`config.mk`:
```
export PLATFORM = sky130hd
export DESIGN_NAME = sha3_msg_padder
export DESIGN_NICKNAME = d
export VERILOG_FILES = /design/src/rtl/sha3pad_pkg.sv /design/src/rtl/sha3pad_rate.sv /design/src/rtl/sha3pad_packer.sv /design/src/rtl/sha3pad_ctrl.sv /design/src/rtl/sha3_msg_padder.sv
export SDC_FILE = /design/constraint.sdc
export NUM_CORES = 1
export LEC_CHECK = 0
export ABC_AREA = 1
export BUFFER_PORTS_ARGS = -buffer_cell sky130_fd_sc_hd__buf_2
export CAP_MARGIN = 20
export CORE_MARGIN = 5
export CORE_UTILIZATION = 61
export DETAILED_ROUTE_END_ITERATION = 12
export PLACE_DENSITY = 0.86
export SLEW_MARGIN = 10
export SYNTH_ARGS = -nofsm -noshare
export SYNTH_HDL_FRONTEND = slang
export SYNTH_SLANG_ARGS = --single-unit
```
`constraint.sdc`:
```
create_clock -name clk -period 2.69 [get_ports clk]
set_input_delay 0.807 -clock clk [delete_from_list [all_inputs] [get_ports clk]]
set_output_delay 0.807 -clock clk [all_outputs]
set_load 0.05 [all_outputs]
```
`src/rtl/sha3pad_pkg.sv`:
```
`timescale 1ns/1ps
package sha3pad_pkg;
  localparam int STATE_BITS  = 1600;
  localparam int WORD_BITS   = 32;
  localparam int STATE_WORDS = STATE_BITS / WORD_BITS;
  localparam int ADDR_W      = $clog2(STATE_WORDS);
  localparam int POS_W       = 8;
  localparam logic [7:0] PAD_HEAD = 8'h06;
  localparam logic [7:0] PAD_TAIL = 8'h80;

  typedef enum logic [1:0] {V224 = 2'd0, V256 = 2'd1, V384 = 2'd2, V512 = 2'd3} variant_e;

  typedef enum logic [2:0] {
    ST_LOAD, ST_PAD, ST_ZERO, ST_DRAIN, ST_WAIT
  } ctrl_st_e;

  // rate in bytes = (state - 2*digest) / 8
  function automatic logic [POS_W-1:0] rate_bytes(variant_e v);
    logic [11:0] cap_bits;
    case (v)
      V224:    cap_bits = 12'd448;
      V256:    cap_bits = 12'd512;
      V384:    cap_bits = 12'd768;
      default: cap_bits = 12'd1024;
    endcase
    return POS_W'((12'(STATE_BITS) - cap_bits) >> 3);
  endfunction
endpackage

```
`src/rtl/sha3pad_rate.sv`:
```
`timescale 1ns/1ps
module sha3pad_rate
  import sha3pad_pkg::*;
(
  input  variant_e                variant,
  output logic [POS_W-1:0]        rate_b,
  output logic [ADDR_W-1:0]       rate_w
);
  localparam int LANE_SH = $clog2(WORD_BITS / 8);
  logic [POS_W-1:0] rb;
  always_comb begin
    rb     = rate_bytes(variant);
    rate_b = rb;
    rate_w = ADDR_W'(rb >> LANE_SH);
  end
endmodule

```
`src/rtl/sha3pad_packer.sv`:
```
`timescale 1ns/1ps
module sha3pad_packer
  import sha3pad_pkg::*;
#(
  parameter int W_BITS = WORD_BITS,
  parameter int P_W    = POS_W,
  parameter int A_W    = ADDR_W
) (
  input  logic             clk,
  input  logic             rst_n,
  input  logic             put,
  input  logic [7:0]       put_byte,
  input  logic [P_W-1:0]   put_pos,
  input  logic             zero_put,
  input  logic [A_W-1:0]   zero_addr,
  output logic             wr_en,
  output logic [A_W-1:0]   wr_addr,
  output logic [W_BITS-1:0] wr_data
);
  localparam int LANES  = W_BITS / 8;
  localparam int LANE_W = $clog2(LANES);
  localparam int ACC_W  = W_BITS - 8;

  logic [ACC_W-1:0] acc;
  logic             word_full;

  assign word_full = (put_pos[LANE_W-1:0] == {LANE_W{1'b1}});

  always_ff @(posedge clk or negedge rst_n) begin
    if (!rst_n) begin
      acc     <= '0;
      wr_en   <= 1'b0;
      wr_addr <= '0;
      wr_data <= '0;
    end else begin
      wr_en <= 1'b0;
      if (put) begin
        acc <= {acc[ACC_W-9:0], put_byte};
        if (word_full) begin
          wr_en   <= 1'b1;
          wr_addr <= A_W'(put_pos >> LANE_W);
          wr_data <= {acc, put_byte};
        end
      end else if (zero_put) begin
        wr_en   <= 1'b1;
        wr_addr <= zero_addr;
        wr_data <= '0;
      end
    end
  end
endmodule

```
`src/rtl/sha3pad_ctrl.sv`:
```
`timescale 1ns/1ps
module sha3pad_ctrl
  import sha3pad_pkg::*;
(
  input  logic              clk,
  input  logic              rst_n,
  input  logic [1:0]        mode_i,
  input  logic              in_valid,
  output logic              in_ready,
  input  logic [7:0]        in_data,
  input  logic              in_last,
  input  logic              in_nobyte,
  input  logic              core_ready,
  output logic              first_go,
  output logic              next_go,
  output logic              msg_done,
  output variant_e          var_eff,
  input  logic [POS_W-1:0]  rate_b,
  input  logic [ADDR_W-1:0] rate_w,
  output logic              put,
  output logic [7:0]        put_byte,
  output logic [POS_W-1:0]  put_pos,
  output logic              zero_put,
  output logic [ADDR_W-1:0] zero_addr
);
  ctrl_st_e           state;
  logic [POS_W-1:0]   bpos;
  logic [ADDR_W-1:0]  zidx;
  logic               first_blk, head_due, final_blk, msg_act;
  logic               go_q, go_first_q, done_q;
  variant_e           mode_q;
  logic               accept, blk_end;

  assign var_eff  = msg_act ? mode_q : variant_e'(mode_i);
  assign in_ready = (state == ST_LOAD) && core_ready;
  assign accept   = in_valid && in_ready;
  assign blk_end  = (bpos == rate_b - POS_W'(1));

  always_comb begin
    put       = (accept && !in_nobyte) || (state == ST_PAD);
    put_byte  = in_data;
    if (state == ST_PAD)
      put_byte = (head_due ? PAD_HEAD : 8'h00) | (blk_end ? PAD_TAIL : 8'h00);
    put_pos   = bpos;
    zero_put  = (state == ST_ZERO);
    zero_addr = zidx;
  end

  assign first_go = go_q && go_first_q;
  assign next_go  = go_q && !go_first_q;
  assign msg_done = done_q;

  always_ff @(posedge clk or negedge rst_n) begin
    if (!rst_n) begin
      state      <= ST_LOAD;
      bpos       <= '0;
      zidx       <= '0;
      first_blk  <= 1'b1;
      head_due   <= 1'b0;
      final_blk  <= 1'b0;
      msg_act    <= 1'b0;
      mode_q     <= V224;
      go_q       <= 1'b0;
      go_first_q <= 1'b0;
      done_q     <= 1'b0;
    end else begin
      go_q   <= 1'b0;
      done_q <= 1'b0;
      case (state)
        ST_LOAD: if (accept) begin
          if (!msg_act) begin
            msg_act <= 1'b1;
            mode_q  <= variant_e'(mode_i);
          end
          if (in_nobyte) begin
            head_due <= 1'b1;
            state    <= ST_PAD;
          end else begin
            if (in_last) head_due <= 1'b1;
            if (blk_end) begin
              bpos  <= '0;
              zidx  <= rate_w;
              state <= first_blk ? ST_ZERO : ST_DRAIN;
            end else begin
              bpos <= bpos + POS_W'(1);
              if (in_last) state <= ST_PAD;
            end
          end
        end
        ST_PAD: begin
          head_due <= 1'b0;
          if (blk_end) begin
            final_blk <= 1'b1;
            bpos      <= '0;
            zidx      <= rate_w;
            state     <= first_blk ? ST_ZERO : ST_DRAIN;
          end else begin
            bpos <= bpos + POS_W'(1);
          end
        end
        ST_ZERO: begin
          if (zidx == ADDR_W'(STATE_WORDS - 1)) state <= ST_DRAIN;
          else zidx <= zidx + ADDR_W'(1);
        end
        ST_DRAIN: begin
          go_q       <= 1'b1;
          go_first_q <= first_blk;
          first_blk  <= 1'b0;
          state      <= ST_WAIT;
        end
        ST_WAIT: if (!go_q && core_ready) begin
          if (final_blk) begin
            done_q    <= 1'b1;
            final_blk <= 1'b0;
            msg_act   <= 1'b0;
            first_blk <= 1'b1;
            state     <= ST_LOAD;
          end else begin
            state <= head_due ? ST_PAD : ST_LOAD;
          end
        end
        default: state <= ST_LOAD;
      endcase
    end
  end
endmodule

```
`src/rtl/sha3_msg_padder.sv`:
```
`timescale 1ns/1ps
module sha3_msg_padder
  import sha3pad_pkg::*;
(
  input  logic        clk,
  input  logic        rst_n,
  input  logic [1:0]  mode_i,
  input  logic        in_valid,
  output logic        in_ready,
  input  logic [7:0]  in_data,
  input  logic        in_last,
  input  logic        in_nobyte,
  input  logic        core_ready,
  output logic        wr_en,
  output logic [5:0]  wr_addr,
  output logic [31:0] wr_data,
  output logic        first_go,
  output logic        next_go,
  output logic        msg_done
);
  variant_e           var_eff;
  logic [POS_W-1:0]   rate_b;
  logic [ADDR_W-1:0]  rate_w;
  logic               put, zero_put;
  logic [7:0]         put_byte;
  logic [POS_W-1:0]   put_pos;
  logic [ADDR_W-1:0]  zero_addr;

  sha3pad_rate u_rate (.variant(var_eff), .rate_b(rate_b), .rate_w(rate_w));

  sha3pad_ctrl u_ctrl (
    .clk(clk), .rst_n(rst_n), .mode_i(mode_i),
    .in_valid(in_valid), .in_ready(in_ready), .in_data(in_data),
    .in_last(in_last), .in_nobyte(in_nobyte), .core_ready(core_ready),
    .first_go(first_go), .next_go(next_go), .msg_done(msg_done),
    .var_eff(var_eff), .rate_b(rate_b), .rate_w(rate_w),
    .put(put), .put_byte(put_byte), .put_pos(put_pos),
    .zero_put(zero_put), .zero_addr(zero_addr)
  );

  sha3pad_packer u_pack (
    .clk(clk), .rst_n(rst_n), .put(put), .put_byte(put_byte),
    .put_pos(put_pos), .zero_put(zero_put), .zero_addr(zero_addr),
    .wr_en(wr_en), .wr_addr(wr_addr), .wr_data(wr_data)
  );
endmodule

```
==> impl_metrics.tcl, run 1 <==
set metrics [dict create \
    crit_path_end_kind "output pin" \
    cts_buffers 9 \
    synth_area_per_cell_um2 9.03 \
    grt_pass1_wl_um 14800 \
    cp-start-kind "flip-flop" \
    hold_path_class "input port to asynchronous set/reset pin" \
    fin_skew_ns 0.00947 \
    synthCells 455 \
    leakage_nw 2.43 \
    coreArea_mm2 0.00668 \
    fin_crit_sh_pct 82.9 \
    finalNetCount 531 \
    grt_max_degree 54 \
    cap_violations 0 \
    ctsRootBufferMaster "clkbuf_8" \
    synth_flop_cell "dfrtp_1" \
    syn_nets 474 \
    status "complete, no violations" \
    r2r-start "u_ctrl.state[2]" \
    die_y_um 92.1 \
    max_stage_delay_ns 0.46 \
    cp_top_family "flip-flops" \
    power.density_mw_per_mm2 1250 \
    drive_gt1_share_pct 25.8 \
    place_inst 581 \
    required_ns 1.88 \
    cp.buffers_inverters 1 \
    place_ws_ns 0.392 \
    dpl.hpwl_um 6280 \
    total_power_mw 5.74 \
    ios 59 \
    r2r-end "u_pack.wr_data[7]" \
    place.port_buffers 58 \
    synth-edff-count 0 \
    cp.depth 4 \
    dr.pass1.iters 5 \
    grt.overflow.total 0 \
    num_antenna_cells 0 \
    nFillCells 532 \
    antenna_found_initial 0 \
    synth_top_area_share_pct 53.6 \
    area_growth_pct 11.9 \
    rsz0062_at_grt "no" \
    vias 3269 \
    drtIter0Drc 291 \
    synth.area.top_cells "dfrtp_1, nand2_1, o21ai_0, o21ai_2, inv_1" \
    grt_usage_pct 21.9 \
    ctsHoldBuffers 0 \
    synthArstFlopShare_pct 100 \
    hold_viol 0 \
    path_cells "nor2_1, nand2_2, nor2_4, buf_2" \
    r2r_slack_ns 0.52 \
    cp_slowest_cell "dfrtp_1" \
    cts_tree "yes" \
    ff2ff_path_depth 8 \
    ys_seq_area_share_pct 54.2 \
    slew_headroom_pct 62.4 \
    synth_most_common_cell "nand2_1" \
    slew_viol_final 0 \
    viasPerCell 5.48 \
    syn-cell-area_mm2 0.00411 \
    initial_utilization_pct 61.5 \
    htree_levels 3 \
    clock_latency_ns 0.35 \
    irDropWorstVdd_mv 0.632 \
    ys.warnings.count 0 \
    clock_sinks 89 \
    tns_ns 0 \
    tightestPinTransition_ns 0.564 \
    rows 30 \
    drt-wirelength-per-cell_um 14.5 \
    grt_pass1_vias 3140 \
    synth_common_cells "nand2_1, dfrtp_1, inv_1" \
    ant_nets 0 \
    gp_congestion 0.888 \
    timing.hold.ws_ns 0.404 \
    clockBufferDepth 2 \
    clkTransAtPathRegs_ns 0.09 \
    synth_top_area_cell "dfrtp_1" \
    crit_fanout 5 \
    worstSetupPathType "flip-flop to output pin" \
    ctsResizeCount 0 \
    ys_seq_elements 89 \
    die_w_um 92.1 \
    setup_viol 0 \
    fin_crit_ns 2.23 \
    cts_setup_buffers 0 \
    max_freq_mhz 448 \
    die_area_mm2 0.00848 \
    wirelength_um 8670 \
    ys_types 33 \
    critPathArrivalTime_ns 1.42 \
    fin_cells 596 \
    drc_errors 0 \
    layout_setup_ws_ns 0.460 \
]
## registers in the layout, indices dropped and copies added (netlist names)
name               cells
u_ctrl.go_q            1
u_ctrl.go_first_q      1
u_ctrl.final_blk       1
u_ctrl.head_due        1
u_ctrl.mode_q          2
u_ctrl.put_pos         8
u_ctrl.state           3
u_pack.wr_addr         6
u_pack.wr_data        32
u_ctrl.zero_addr       6
u_ctrl.msg_act         1
u_ctrl.first_blk       1
u_pack.wr_en           1
u_ctrl.msg_done        1
u_pack.acc            24
## cells in the final DEF (no fill, tap or decap), types with 2 or more instances in the layout
cell type	synthesis	routed
buf_4	0	4
dfrtp_1	88	88
ha_1	3	3
clkbuf_8	0	9
nor3_1	4	4
nand4_1	11	11
o211ai_1	6	6
o21ai_2	18	18
nand2_4	6	6
nand2_1	128	128
xor2_1	4	4
o21ai_1	14	14
or2_2	2	2
nor2_4	2	2
nand2_2	17	17
o21ai_0	34	34
nor2_1	15	15
nand3_1	23	23
a21oi_1	5	5
buf_2	8	57
inv_1	40	40
inv_2	6	6
nand3_2	2	2
a31oi_1	2	2
## per-stage QoR
step	utilization (%)	cell area, µm²
floorplan	-	4110
global placement	66.3	4430
detailed placement	66.3	4430
CTS	68.8	4600
global route	68.8	4600
finish	68.8	4600
## cells by family (layout without fill, tap and decap cells)
logic type	after synthesis	count (layout)	share of synthesized area, %
fa+ha+maj	3	3	0.914
compound gates	82	82	12.3
flops	89	89	54.2
buf+inv	63	124	7.16
xor+xnor	5	5	1.07
simple gates	213	213	24.3
## worst max path at each step
stage                          startpoint            endpoint
final                     u_ctrl.state[0]            in_ready
after global routing      u_ctrl.state[2]   u_pack.wr_data[7]
after CTS                 u_ctrl.state[0]            in_ready
after detailed placement       core_ready   u_pack.wr_data[9]
after global placement         core_ready   u_pack.wr_data[3]
after floorplan                core_ready  u_pack.wr_data[19]
## report_power, final
part,switching (mW),total (mW),internal (mW),leakage [nW]
combinational,2.05,2.79,0.732,1.16
sequential,0.348,2.14,1.80,1.18
clock,0.468,0.809,0.341,0.0846
total,2.87,5.74,2.87,2.43
## layer usage
| metal | GRT usage [%] | wire length, µm |
|---|---|---|
| met1 | 28.8 | 3770 |
| met2 | 36.7 | 4330 |
| met3 | 3.04 | 458 |
| met4 | 8.54 | 116 |
| met5 | 0 | 0 |
## final cells by class
| cell class | count | area [µm²] | area share, % |
|---|---|---|---|
| timing repair buffer | 62 | 335 | 7.29 |
| clock inverter | 5 | 41.3 | 0.898 |
| clock buffer | 10 | 128 | 2.78 |
| sequential | 89 | 2230 | 48.5 |
| multi-input combinational | 303 | 1590 | 34.5 |
| inverter | 47 | 179 | 3.89 |
| tap | 80 | 100 | 2.18 |
## worst register-to-register path: cells and delay by family, from the launching register on
| family | cells | cell delay (ns) |
|---|---|---|
| and+or+nand+nor | 5 | 0.97 |
| buffers and inverters | 2 | 0.52 |
| DFF | 1 | 0.47 |
| AOI/OAI and AO/OA | 1 | 0.13 |
Power figures use the tool's default switching activity.
==> run 2, diff against run 1 <==
--- a/config.mk
+++ b/config.mk
@@ -9,9 +9,9 @@
 export BUFFER_PORTS_ARGS = -buffer_cell sky130_fd_sc_hd__buf_2
 export CAP_MARGIN = 20
 export CORE_MARGIN = 5
-export CORE_UTILIZATION = 61
+export CORE_UTILIZATION = 51
 export DETAILED_ROUTE_END_ITERATION = 12
-export PLACE_DENSITY = 0.86
+export PLACE_DENSITY = 0.77
 export SLEW_MARGIN = 10
 export SYNTH_ARGS = -nofsm -noshare
 export SYNTH_HDL_FRONTEND = slang
==> constraint.sdc (replaced) <==
create_clock -name clk -period 1.81 [get_ports clk]
set_input_delay 0.543 -clock clk [delete_from_list [all_inputs] [get_ports clk]]
set_output_delay 0.543 -clock clk [all_outputs]
set_load 0.05 [all_outputs]
==> run 2 against run 1 <==
  * Total power rose by 62%
  * Cell count rose by 8.6%
  * Sequential power rose by 46%
  * Utilization fell by 4.5 points
  * Via count rose by 3.9%
  * Sequential share of layout area fell by 3.8 points
  * Worst hold slack got worse by 0.32 ns
  * Count of clock-buffer cells in the layout fell by 1
  * Critical endpoint unchanged
==> impl_metrics.tcl, run 2 (synthesized netlist as in run 1, its figures left out) <==
set metrics [dict create \
    mostFrequentLayoutCell "nand2_1" \
    dr.pass1.iters 4 \
    fin_skew_ns 0.0141 \
    clock_latency_ns 0.37 \
    wirelength_um 9460 \
    ctsRootBufferMaster "clkbuf_8" \
    cp_slowest_cell "dfrtp_2" \
    power.density_mw_per_mm2 1860 \
    cts_buffers 9 \
    die_area_mm2 0.00995 \
    grt_max_degree 37 \
    drc_errors 0 \
    crit_path_end_kind "output pin" \
    drive_gt1_share_pct 31.4 \
    critPathArrivalTime_ns 1.24 \
    viasPerCell 5.25 \
    dpl.hpwl_um 6620 \
    coreArea_mm2 0.00777 \
    gp_congestion 0.924 \
    ios 59 \
    rows 32 \
    total_power_mw 9.29 \
    slew_headroom_pct 73.7 \
    tns_ns 0 \
    vias 3398 \
    hold_path_class "input port to asynchronous set/reset pin" \
    status "complete, no violations" \
    dpl_cell_area_mm2 0.00459 \
    grt_pass1_vias 3428 \
    final_cell_mix "nand2_1, dfrtp_1, buf_2" \
    path_cells "nor2_2, nand2_2, nor2_4, buf_8" \
    fin_cells 647 \
    slew_viol_final 0 \
    ant_nets 0 \
    area_growth_pct 21.6 \
    top_register "u_pack.wr_data" \
    cap_violations 0 \
    gr-usage-met2_pct 31.9 \
    drtIter0Drc 167 \
    antenna_found_initial 0 \
    place_inst 618 \
    clockBufferDepth 2 \
    top_usage_layer "met2" \
    hold_viol 0 \
    setup_viol 0 \
    max_freq_mhz 560 \
    use_met1_pct 26.7 \
    worstSetupPathType "flip-flop to output pin" \
    die_w_um 99.7 \
    stdcell_area_mm2 0.00500 \
    num_antenna_cells 0 \
    clkTransAtPathRegs_ns 0.10 \
    fin_crit_sh_pct 98.7 \
    clock_sinks 89 \
    required_ns 1.27 \
    grt_pass1_wl_um 15900 \
    finalNetCount 559 \
    cp-start-kind "flip-flop" \
    grt_use_met3_pct 4.21 \
    cts_tree "yes" \
    drt-wirelength-per-cell_um 14.6 \
    max_stage_delay_ns 0.43 \
    largest_reg_flops 32 \
    place.port_buffers 58 \
    irDropWorstVdd_mv 1.16 \
    grt.overflow.total 0 \
    grt_usage_pct 19.9 \
    htree_levels 3 \
    leakage_nw 2.63 \
    die_y_um 99.7 \
    rsz0062_at_grt "yes" \
    tightestPinTransition_ns 0.393 \
    fin_crit_ns 1.79 \
    initial_utilization_pct 52.9 \
    crit_fanout 2 \
]
[run 2: cell count changes in the layout (fill, tap and decap cells not counted), sizes merged]
cell	before	now
bufinv	0	1
nand2	151	152
buf	62	88
inv	49	50
[run 2: final cells by class]
class                           count  area [µm²]
Timing Repair Buffer               89         611
Sequential cell                    89        2230
Multi-Input combinational cell    304        1630
Clock buffer                        9         124
Tap cell                          102         128
Inverter                           47         181
Fill cell                         638        2770
Clock inverter                      7        87.6
[run 2: final timing paths]
path                               startpoint                  to  slack (ns)  cells after the start
max                           u_ctrl.state[0]            in_ready        0.02                      4
min                                     rst_n  u_pack.wr_data[21]        0.08                      1
max reg2reg                   u_ctrl.state[0]   u_pack.wr_data[3]        0.05                     12
min reg2reg                u_pack.wr_data[25]  u_pack.wr_data[25]        0.48                      2
max in group asynchronous               rst_n    u_ctrl.first_blk        1.12                      2
min in group clk                   in_data[4]   u_pack.wr_data[4]        0.46                      3
[run 2: where the power goes]
group,internal (mW),switching [mW],leakage [nW]
registers,2.66,0.476,1.18
clock network,0.666,0.777,0.105
logic,1.52,3.20,1.35
total,4.84,4.45,2.63
[run 2: routing by layer]
layer / part of all wire (%) / vias to the layer above
met5: 0 / -
met4: 1.4 / 0
met3: 5.1 / 11
met2: 49 / 105
met1: 45 / 1645
li1: - / 1637
[run 2: repair_timing]
action | in CTS | in global routing
pin swaps | 2 | 7
hold buffers | 0 | 0
cloned | 0 | 2
endpoints found under the setup margin | 1 | 46
hold endpoints to repair | 0 | 0
buffers inserted | 4 | 7
resized for setup | 6 | 13
[run 2: metrics by stage]
stage / hold slack [ns] / worst slack (ns) / util (%)
after floorplan: 0.247 / 0.0251 / -
after global placement: 0.454 / 0.0425 / 59.1
after detailed placement: 0.457 / -0.0406 / 59.1
after CTS: 0.0885 / -0.00593 / 62.5
after global routing: 0.0915 / -0.0579 / 64.3
final: 0.0830 / 0.0238 / 64.3
[run 2: worst max-delay path: cells and delay by family (launching register included)]
kind / cells / cell delay (ns)
simple gates: 3 / 0.29
flops: 1 / 0.43
buf+inv: 1 / 0.15
==> run 3, diff against run 2 <==
--- a/config.mk
+++ b/config.mk
@@ -5,14 +5,15 @@
 export SDC_FILE = /design/constraint.sdc
 export NUM_CORES = 1
 export LEC_CHECK = 0
-export ABC_AREA = 1
+export ABC_AREA = 0
 export BUFFER_PORTS_ARGS = -buffer_cell sky130_fd_sc_hd__buf_2
 export CAP_MARGIN = 20
 export CORE_MARGIN = 5
 export CORE_UTILIZATION = 51
 export DETAILED_ROUTE_END_ITERATION = 12
 export PLACE_DENSITY = 0.77
-export SLEW_MARGIN = 10
+export SLEW_MARGIN = 20
 export SYNTH_ARGS = -nofsm -noshare
 export SYNTH_HDL_FRONTEND = slang
 export SYNTH_SLANG_ARGS = --single-unit
+export TNS_END_PERCENT = 100
==> run 3 against run 2 <==
  * The run now ends with setup timing left
  * Cell count decreased by 1.7%
  * Global-route usage down 0.23 points
  * Clock skew decreased by 0.0026 ns
  * Count of clock-buffer cells in the layout is the same
  * Worst hold slack improved by 0.0099 ns
  * Total power decreased by 14%
  * Sequential power fell by 10%
  * Sequential cell count did not move
  * Register-to-register slack worse by 0.05 ns
  * Utilization increased by 1.8 points
==> impl_metrics.tcl, run 3 <==
set metrics [dict create \
    die_y_um 99.2 \
    ff2ff_path_depth 6 \
    nFillCells 641 \
    grt_max_degree 29 \
    synthCells 439 \
    drtIter0Drc 148 \
    crit_path_end_kind "output pin" \
    cp_slowest_cell "dfrtp_1" \
    synth_compound_area_share_pct 11.6 \
    total_power_mw 7.99 \
    fin_skew_ns 0.0114 \
    cp_top_family "flip-flops" \
    rows 32 \
    die_w_um 99.2 \
    top_register "u_pack.wr_data" \
    drc_errors 0 \
    critPathArrivalTime_ns 1.29 \
    ys.warnings.count 0 \
    num_antenna_cells 0 \
    timing.hold.ws_ns 0.0930 \
    synthArstFlopShare_pct 100 \
    viasPerCell 5.32 \
    place.port_buffers 58 \
    tns_ns -0.0284 \
    slew_headroom_pct 68.8 \
    grt_pass1_wl_um 15700 \
    hold_path_class "input port to asynchronous set/reset pin" \
    fin_cells 636 \
    status "finished, violations left" \
    htree_levels 3 \
    dpl.hpwl_um 6580 \
    final_util_pct 66.1 \
    muxShareOfSynthArea_pct 3.64 \
    r2r-end "u_ctrl.put_pos[0]" \
    finalNetCount 548 \
    ys_seq_elements 89 \
    ant_nets 0 \
    layout_setup_ws_ns -0.0236 \
    drive_gt1_share_pct 29.8 \
    drt-wirelength-per-cell_um 14.9 \
    required_ns 1.27 \
    ctsRootBufferMaster "clkbuf_8" \
    synth_top_family_by_area "simple AND/OR/NAND/NOR gates" \
    synth_xor_xnor_area_share_pct 0.863 \
    area_growth_pct 25.8 \
    die_area_mm2 0.00985 \
    final_cell_mix "nand2_1, dfrtp_1, buf_2" \
    wirelength_um 9460 \
    mostFrequentLayoutCell "nand2_1" \
    synth.area.top_cells "dfrtp_1, nand2_1, nand3_1, mux2i_1, o21ai_0" \
    clkTransAtPathRegs_ns 0.09 \
    grt.overflow.total 0 \
    clockBufferDepth 2 \
    antenna_found_initial 0 \
    worstSetupPathType "flip-flop to output pin" \
    cts_tree "yes" \
    ctsHoldBuffers 0 \
    critPathLaunch "u_ctrl.state[1]" \
    synth_fa_ha_area_share_pct 0.924 \
    crit_fanout 2 \
    clock_sinks 89 \
    tightestPinTransition_ns 0.466 \
    multi_input_area_mm2 0.00181 \
    place_inst 613 \
    syn_nets 458 \
    r2r-start "u_ctrl.msg_act" \
    fin_crit_ns 1.83 \
    synth_common_cells "nand2_1, dfrtp_1, nand3_1" \
    cts_buffers 9 \
    seq_area_mm2 0.00223 \
    dr.pass1.iters 4 \
    slew_viol_final 0 \
    failed_checks "setup timing" \
    yosys.area_share.simple_pct 24.7 \
    cp-endpoint "in_ready" \
    cap_violations 0 \
    synth-edff-count 0 \
    syn-cell-area_mm2 0.00406 \
    coreArea_mm2 0.00773 \
    synth_top_area_share_pct 54.2 \
    leakage_nw 2.73 \
    r2r_slack_ns 0 \
    ios 59 \
    path_cells "nor3_2, and2_1, buf_6" \
    rsz0062_at_grt "yes" \
    power.density_mw_per_mm2 1560 \
    initial_utilization_pct 52.5 \
    synth_area_per_cell_um2 9.25 \
    max_freq_mhz 545 \
    vias 3383 \
    synth_top_area_cell "dfrtp_1" \
    grt_pass1_vias 3363 \
    gp_congestion 0.843 \
    max_stage_delay_ns 0.40 \
    ys_types 53 \
    ys_seq_area_share_pct 54.9 \
    cp.depth 3 \
    cp-start-kind "flip-flop" \
    synth_flop_cell "dfrtp_1" \
    clock_latency_ns 0.35 \
    hold_viol 0 \
    cp.buffers_inverters 1 \
    fin_crit_sh_pct 101 \
    largest_reg_flops 32 \
    irDropWorstVdd_mv 0.755 \
    grt_usage_pct 19.6 \
    synth_most_common_cell "nand2_1" \
    setup_viol 2 \
]
## run 3: cell count changes after synthesis, moves of 11 or more
cell     before  now
nand2_2      17    0
inv_1        40    5
a21oi_1       5   16
o21ai_0      34   19
o21ai_2      18    2
nand2_1     128  145
## run 3: kinds of logic after synthesis
| logic type | count (synthesis) |
|---|---|
| DFF | 89 |
| adders and majority gates | 3 |
| and+or+nand+nor | 231 |
| xor gates and xnor gates | 4 |
| muxes | 14 |
| AOI/OAI and AO/OA | 67 |
| buffers and inverters | 31 |
## run 3: layout make-up
class / count / area share, %
inverter: 5 / 0.367
tap: 102 / 2.50
sequential: 89 / 43.7
clock buffer: 9 / 2.42
timing repair buffer: 105 / 13.6
clock inverter: 7 / 1.98
multi-input combinational: 319 / 35.5
## run 3: worst register-to-register path: stages (launching register included)
cell      delay, ns
dfrtp_1        0.43
mux2i_2        0.31
mux2i_2        0.13
buf_4          0.16
a211oi_4       0.31
a21oi_2        0.09
mux2_4         0.28
## run 3: metrics by stage
stage          cell area, µm²  setup WS (ns)
2_1_floorplan            4060        0.00149
3_3_place_gp             4700         -0.157
3_5_place_dp             4700         -0.218
4_1_cts                  5010        -0.0464
5_1_grt                  5110         -0.119
6_report                 5110        -0.0236
## run 3: where the power goes
part	switching [mW]	internal (mW)	total, mW	leakage, nW
Sequential	0.379	2.43	2.81	1.19
Clock	0.728	0.792	1.52	0.112
Combinational	2.30	1.36	3.66	1.43
## run 3: repair_timing
action	CTS	global route
buffers inserted	8	1
endpoints found under the setup margin	4	49
gates resized for setup	9	24
pin swaps	3	7
## run 3: worst min path at each step
| stage | endpoint | slack (ns) | cells after the start |
|---|---|---|---|
| floorplan | u_ctrl.final_blk | 0.25 | 0 |
| global placement | u_pack.wr_data[30] | 0.45 | 2 |
| detailed placement | u_pack.wr_data[24] | 0.46 | 2 |
| CTS | u_pack.wr_en | 0.09 | 1 |
| global route | u_pack.wr_data[8] | 0.09 | 1 |
| finish | u_pack.wr_data[8] | 0.09 | 1 |
## run 3: per-layer routing
metal / GRT usage [%] / routed length, µm
met5: 0 / 0
met4: 5.15 / 80
met1: 26.0 / 4090
met3: 4.49 / 529
met2: 32.8 / 4750
